$ cat config.mk
export PLATFORM = sky130hd
export DESIGN_NAME = adcser_top
export DESIGN_NICKNAME = d
export VERILOG_FILES = /design/src/rtl/adcser_pkg.sv /design/src/rtl/adcser_delay.sv /design/src/rtl/adcser_mapper.sv /design/src/rtl/adcser_shifter.sv /design/src/rtl/adcser_top.sv
export SDC_FILE = /design/constraint.sdc
export NUM_CORES = 1
export LEC_CHECK = 0
export BUFFER_PORTS_ARGS = -buffer_cell sky130_fd_sc_hd__buf_2
export CAP_MARGIN = 20
export CORE_UTILIZATION = 35
export CTS_BUF_LIST = sky130_fd_sc_hd__clkbuf_4 sky130_fd_sc_hd__clkbuf_8 sky130_fd_sc_hd__clkbuf_16
export DETAILED_ROUTE_END_ITERATION = 6
export GPL_TIMING_DRIVEN = 0
export PLACE_DENSITY = 0.59
export SLEW_MARGIN = 20
export SYNTH_ARGS = -nofsm -noshare
export SYNTH_HDL_FRONTEND = slang
export SYNTH_SLANG_ARGS = --single-unit
$ cat constraint.sdc
create_clock -name clk -period 11.2 [get_ports clk]
set_input_delay 2.24 -clock clk [delete_from_list [all_inputs] [get_ports clk]]
set_output_delay 2.24 -clock clk [all_outputs]
set_load 0.1 [all_outputs]
$ cat src/rtl/adcser_pkg.sv
package adcser_pkg;
  typedef enum logic [1:0] {
    WID_WIDE   = 2'b00,
    WID_NATIVE = 2'b01,
    WID_NARROW = 2'b10,
    WID_ALT    = 2'b11
  } width_e;

  typedef enum logic {
    LANES_ONE = 1'b0,
    LANES_TWO = 1'b1
  } lanes_e;
endpackage

$ cat src/rtl/adcser_delay.sv
module adcser_delay #(
  parameter int DW    = 14,
  parameter int DEPTH = 6
) (
  input  logic          clk,
  input  logic          rst_n,
  input  logic          shift_en,
  input  logic [DW-1:0] din,
  output logic [DW-1:0] dout
);
  logic [DW-1:0] dl_q [DEPTH];
  logic [DW-1:0] dl_n [DEPTH];

  always_comb begin
    for (int i = 0; i < DEPTH; i++) dl_n[i] = dl_q[i];
    if (shift_en) begin
      dl_n[0] = din;
      for (int i = 1; i < DEPTH; i++) dl_n[i] = dl_q[i-1];
    end
  end

  always_ff @(posedge clk or negedge rst_n) begin
    if (!rst_n) begin
      for (int i = 0; i < DEPTH; i++) dl_q[i] <= '0;
    end else if (shift_en) begin
      for (int i = 0; i < DEPTH; i++) dl_q[i] <= dl_n[i];
    end
  end

  assign dout = dl_q[DEPTH-1];

  // a strobe pushes the presented sample into the first stage
  a_r5_delay_push: assert property (@(posedge clk) disable iff (!rst_n)
    shift_en |=> (dl_q[0] == $past(din)));
endmodule

$ cat src/rtl/adcser_mapper.sv
module adcser_mapper
  import adcser_pkg::*;
#(
  parameter int SW   = 14,
  parameter int MAXW = SW + 2,
  parameter int CLW  = $clog2(MAXW + 1)
) (
  input  logic [SW-1:0]   din,
  input  logic            two_lane,
  input  logic [1:0]      width_sel,
  output logic [MAXW-1:0] a_word,
  output logic [MAXW-1:0] b_word,
  output logic [CLW-1:0]  slots
);
  localparam int HALF = SW / 2;

  logic [CLW-1:0] cnt_one;
  logic [CLW-1:0] cnt_two;
  logic [CLW-1:0] frame_len;

  always_comb begin
    cnt_one   = (width_e'(width_sel) == WID_NARROW) ? CLW'(SW - 2) : CLW'(SW);
    cnt_two   = cnt_one >> 1;
    frame_len = (width_e'(width_sel) == WID_WIDE) ? CLW'(SW + 2) : cnt_one;
    slots     = two_lane ? (frame_len >> 1) : frame_len;
  end

  for (genvar k = 0; k < MAXW; k++) begin : g_slot
    logic bit_one;
    logic bit_two_a;
    logic bit_two_b;
    if (k < SW) begin : g_one
      assign bit_one = (CLW'(k) < cnt_one) ? din[SW-1-k] : 1'b0;
    end else begin : g_one_pad
      assign bit_one = 1'b0;
    end
    if (k < HALF) begin : g_two
      assign bit_two_a = (CLW'(k) < cnt_two) ? din[SW-1-2*k] : 1'b0;
      assign bit_two_b = (CLW'(k) < cnt_two) ? din[SW-2-2*k] : 1'b0;
    end else begin : g_two_pad
      assign bit_two_a = 1'b0;
      assign bit_two_b = 1'b0;
    end
    assign a_word[k] = two_lane ? bit_two_a : bit_one;
    assign b_word[k] = two_lane ? bit_two_b : 1'b0;
  end
endmodule

$ cat src/rtl/adcser_shifter.sv
module adcser_shifter #(
  parameter int MAXW = 16,
  parameter int CLW  = $clog2(MAXW + 1),
  parameter int CW   = $clog2(MAXW)
) (
  input  logic            clk,
  input  logic            rst_n,
  input  logic            load,
  input  logic [MAXW-1:0] a_word,
  input  logic [MAXW-1:0] b_word,
  input  logic [CLW-1:0]  slots,
  input  logic            two_lane,
  output logic            lane_a,
  output logic            lane_b,
  output logic            lane_b_en,
  output logic            frame,
  output logic            overrun
);
  logic [MAXW-1:0] a_q, a_n;
  logic [MAXW-1:0] b_q, b_n;
  logic [CLW-1:0]  len_q, len_n;
  logic [CW-1:0]   cnt_q, cnt_n;
  logic            two_q, two_n;
  logic            act_q, act_n;
  logic            err_q, err_n;
  logic            last;
  logic [CLW-1:0]  half;

  assign last = act_q && ({1'b0, cnt_q} == (len_q - 1'b1));
  assign half = (len_q + 1'b1) >> 1;

  always_comb begin
    a_n   = a_q;
    b_n   = b_q;
    len_n = len_q;
    two_n = two_q;
    cnt_n = cnt_q;
    act_n = act_q;
    err_n = 1'b0;
    if (load) begin
      a_n   = a_word;
      b_n   = b_word;
      len_n = slots;
      two_n = two_lane;
      cnt_n = '0;
      act_n = 1'b1;
      err_n = act_q && !last;
    end else if (act_q) begin
      if (last) act_n = 1'b0;
      else      cnt_n = cnt_q + 1'b1;
    end
  end

  always_ff @(posedge clk or negedge rst_n) begin
    if (!rst_n) begin
      a_q   <= '0;
      b_q   <= '0;
      len_q <= CLW'(1);
      two_q <= 1'b0;
      cnt_q <= '0;
      act_q <= 1'b0;
      err_q <= 1'b0;
    end else begin
      a_q   <= a_n;
      b_q   <= b_n;
      len_q <= len_n;
      two_q <= two_n;
      cnt_q <= cnt_n;
      act_q <= act_n;
      err_q <= err_n;
    end
  end

  assign lane_a    = act_q & a_q[cnt_q];
  assign lane_b    = act_q & b_q[cnt_q];
  assign lane_b_en = act_q & two_q;
  assign frame     = act_q && ({1'b0, cnt_q} < half);
  assign overrun   = err_q;

  // the slot counter never runs past the word length
  a_r6_count_in_range: assert property (@(posedge clk) disable iff (!rst_n)
    act_q |-> ({1'b0, cnt_q} < len_q));
  // the captured configuration holds for the whole word
  a_r8_cfg_hold: assert property (@(posedge clk) disable iff (!rst_n)
    (act_q && !load) |=> ($stable(two_q) && $stable(len_q)));
  // a strobe before the last slot raises the overrun pulse
  a_r9_overrun_flag: assert property (@(posedge clk) disable iff (!rst_n)
    (load && act_q && !last) |=> overrun);
  // lane B is silent whenever lane B is not enabled
  a_r1_laneb_quiet: assert property (@(posedge clk) disable iff (!rst_n)
    !lane_b_en |-> !lane_b);
  // the frame marker rises only on slot 0
  a_r7_frame_start: assert property (@(posedge clk) disable iff (!rst_n)
    $rose(frame) |-> (cnt_q == '0));
endmodule

$ cat src/rtl/adcser_top.sv
module adcser_top
  import adcser_pkg::*;
#(
  parameter int SW        = 14,
  parameter int LAT       = 6,
  parameter int SYNC_FLOPS = 2
) (
  input  logic          clk,
  input  logic          rst_n,
  input  logic          sample_valid,
  input  logic [SW-1:0] sample,
  input  logic          lane_mode,
  input  logic [1:0]    width_sel,
  output logic          lane_a,
  output logic          lane_b,
  output logic          lane_b_en,
  output logic          frame,
  output logic          bit_clk_out,
  output logic          overrun
);
  localparam int MAXW = SW + 2;
  localparam int CLW  = $clog2(MAXW + 1);
  localparam int CW   = $clog2(MAXW);

  logic [SYNC_FLOPS-1:0] rs_q;
  logic                  rst_i;
  logic [SW-1:0]         old_sample;
  logic [MAXW-1:0]       a_word, b_word;
  logic [CLW-1:0]        slots;

  always_ff @(posedge clk or negedge rst_n) begin
    if (!rst_n) rs_q <= '0;
    else        rs_q <= {rs_q[SYNC_FLOPS-2:0], 1'b1};
  end
  assign rst_i = rs_q[SYNC_FLOPS-1];

  adcser_delay #(.DW(SW), .DEPTH(LAT)) u_delay (
    .clk      (clk),
    .rst_n    (rst_i),
    .shift_en (sample_valid),
    .din      (sample),
    .dout     (old_sample)
  );

  adcser_mapper #(.SW(SW), .MAXW(MAXW), .CLW(CLW)) u_mapper (
    .din       (old_sample),
    .two_lane  (lanes_e'(lane_mode) == LANES_TWO),
    .width_sel (width_sel),
    .a_word    (a_word),
    .b_word    (b_word),
    .slots     (slots)
  );

  adcser_shifter #(.MAXW(MAXW), .CLW(CLW), .CW(CW)) u_shifter (
    .clk       (clk),
    .rst_n     (rst_i),
    .load      (sample_valid),
    .a_word    (a_word),
    .b_word    (b_word),
    .slots     (slots),
    .two_lane  (lane_mode),
    .lane_a    (lane_a),
    .lane_b    (lane_b),
    .lane_b_en (lane_b_en),
    .frame     (frame),
    .overrun   (overrun)
  );

  assign bit_clk_out = clk;
endmodule

==> results by group <==
Outcome
  • Status: finished, final reports clean

Place
  • Post-detail-place hpwl: 6290 um
  • Port Buffer Count: 24
  • GPL Wtd Cong: 0.773
  • Area after DPL: between 0.005 and 0.006 mm^2

Timing
  • Final setup viols: 0
  • Worst hold margin: 0.343 ns
  • Skew final: around 0.008 ns
  • Worst-Margin Slew: 0.688 ns
  • Slew Limit Fails: 0
  • Worst slew margin: 0.542
  • Setup TNS: 0 ns
  • RSZ-0062 raised after global routing: false
  • Hold Vio Cnt, Final: 0

Clocking
  • CTS Hold Bufs: 0
  • Post_cts resized: 0
  • Clk Latency, worst-skew pair: roughly 0.52 ns
  • Reg clk slew, reported paths: 0.05 ns
  • Number of post-CTS setup repair buffers: 0
  • TritonCTS clock tree: built

Global route
  • Wire length of the first global-routing pass: 15500 um
  • Grt ovf: 0
  • Overall routing resource usage: 0.139
  • Via count of the first global-routing pass: 3091
  • Initial antenna violation count: 0
  • Largest net degree at the start of global routing: 47

Synthesis
  • Post-synth net total: 402
  • Synth warn: 0
  • Post-synth cell types: 42
  • Synth top area cells: dfrtp_1, mux2_2, ha_1, o21ai_0, mux2i_1
  • Ys async rst share: 1.00
  • Post-Syn Area: 0.00503 mm^2
  • Top-area cell type share of the netlist area: 0.587
  • Area leader, netlist: dfrtp_1
  • Synth Register Bits: 119
  • Mean post-synth cell area: between 10 and 15 um^2
  • Sequential share of the synthesized area: 0.593
  • EDFF count, synth: 0
  • Syn Inst Count: 375
  • Top_reg_cell synth: dfrtp_1

Die
  • Core Region: roughly 0.014 mm^2
  • Io pins: 26
  • Total die area: 0.0148 mm^2
  • Die X-Extent: around 120 um
  • Die Ht: 122 um
  • Initial Util: 0.361
  • Row Count: 43

Power
  • Leak Pwr: 0.00269 uW
  • Max VDD drop: about 0.25 mV
  • Total chip power: 1490 uW
  • Pwr dens: between 200 and 250 mW/mm^2

Worst setup path
  • CP Capture Type: primary output
  • Crit path required time: between 8 and 9 ns
  • FF-to-FF setup slack: 9.05 ns
  • Setup crit start kind: clock port
  • Worst path arrival time: 6.24 ns
  • Classification of the worst setup path: clock port to primary output
  • Crit Path Max Fanout: 2

Final layout
  • Cell area after layout: 0.00612 mm^2
  • Most frequent cells in the layout: dfrtp_1, mux2_2, buf_2, inv_1, clkbuf_16
  • Fin nets: 450
  • Area Growth Syn to Fin: 21.8%
  • Share of layout cells above drive strength 1: 0.394
  • ANT cells: 0
  • Commonest non-fill, non-tap cell in the layout: dfrtp_1

Route
  • Via density: 4.78
  • Detailed-route DRC error count: 0
  • Final Routed Wirelength: 8820 um
  • Iteration-0 DRC Markers: 120
  • DR WL/cell: 14.3 um
  • Pre-Repair DR Iteration Count: 4
  • Via count: 2942
  • Antenna-violating nets left: 0

Job
  • Max_cap viols: 0

Worst hold path
  • Hold Path Class: register to asynchronous set/reset pin
[worst max-delay path, cell delays in order]
cell and delay [ns]:
clkbuf_16 0.12, clkbuf_16 0.13, buf_4 0.11, buf_2 0.28
[layout make-up]
type	instances	area, um^2
fill	1292	7810
tap	180	225
timing repair buffer	25	163
clock inverter	13	179
sequential	119	2980
inverter	20	75.1
multi-input combinational	212	1860
clock buffer	23	527
buffer	24	111
[metrics by stage]
step / instances / setup WS, ns / utilization
floorplan: 375 / 3.15 / -
global placement: 579 / 2.98 / 0.386
detailed placement: 581 / 2.98 / 0.389
CTS: 616 / 2.71 / 0.440
global route: 616 / 2.71 / 0.440
finish: 616 / 2.72 / 0.440
[routing by layer]
metal	GRT usage	vias up	share of wire
li1	-	1394	-
met1	0.177	1488	0.47
met2	0.213	50	0.48
met3	0.0431	10	0.034
met4	0.0710	0	0.013
met5	0	-	0
[kinds of logic (layout without fill, tap and decap cells)]
family / count (synthesis) / count (layout) / synth area share
AO/OA/AOI/OAI: 38 / 38 / 0.0463
XOR/XNOR: 8 / 8 / 0.0169
adder cells (fa/ha/maj): 7 / 7 / 0.0174
buffers and inverters: 44 / 105 / 0.0371
flip-flops: 119 / 119 / 0.593
multiplexers: 103 / 103 / 0.236
other: 1 / 1 / 0.000746
AND/OR/NAND/NOR: 55 / 55 / 0.0528
[flip-flops by register name, summed over array words and instances (netlist names)]
name	cells
u_shifter.cnt_q	4
rs_q	2
u_shifter.overrun	1
u_delay.dl_q	70
u_shifter.act_q	1
u_shifter.a_q	14
u_shifter.two_q	1
u_shifter.len_q	5
u_shifter.b_q	7
u_delay.dout	14
[synthesized netlist by cell type (2+ instances only)]
cell	instances
dfrtp_1	118
mux2_2	91
inv_1	20
o21ai_0	17
nor2_1	15
nand2_1	14
clkbuf_1	13
a21oi_1	10
mux2i_1	8
ha_1	7
buf_2	6
nand3_1	6
nand2b_1	4
xnor2_1	4
and2_1	3
mux4_2	3
nor2b_1	3
nor3_1	3
xor2_1	3
a21o_1	2
a31oi_1	2
and3_1	2
clkbuf_2	2
[power breakdown]
part	total, uW	internal [uW]	switching, uW
logic	251	113	138
clock network	656	431	225
registers	578	521	57.4
[worst paths after layout]
path / to / from / cells after the start
worst max-delay path: bit_clk_out / clk / 4
max in group asynchronous: rs_q[1]$_DFF_PN0_ / rst_n / 1
worst max register to register: u_shifter.cnt_q[0]$_DFFE_PN0P_ / u_shifter.len_q[0]$_DFFE_PN1P_ / 6
worst min register to register: u_delay.dl_q[54]$_DFFE_PN0P_ / rs_q[1]$_DFF_PN0_ / 0
worst min-delay path: u_delay.dl_q[54]$_DFFE_PN0P_ / rs_q[1]$_DFF_PN0_ / 0
min in group clk: rs_q[1]$_DFF_PN0_ / rs_q[0]$_DFF_PN0_ / 0
Power figures use the tool's default switching activity.
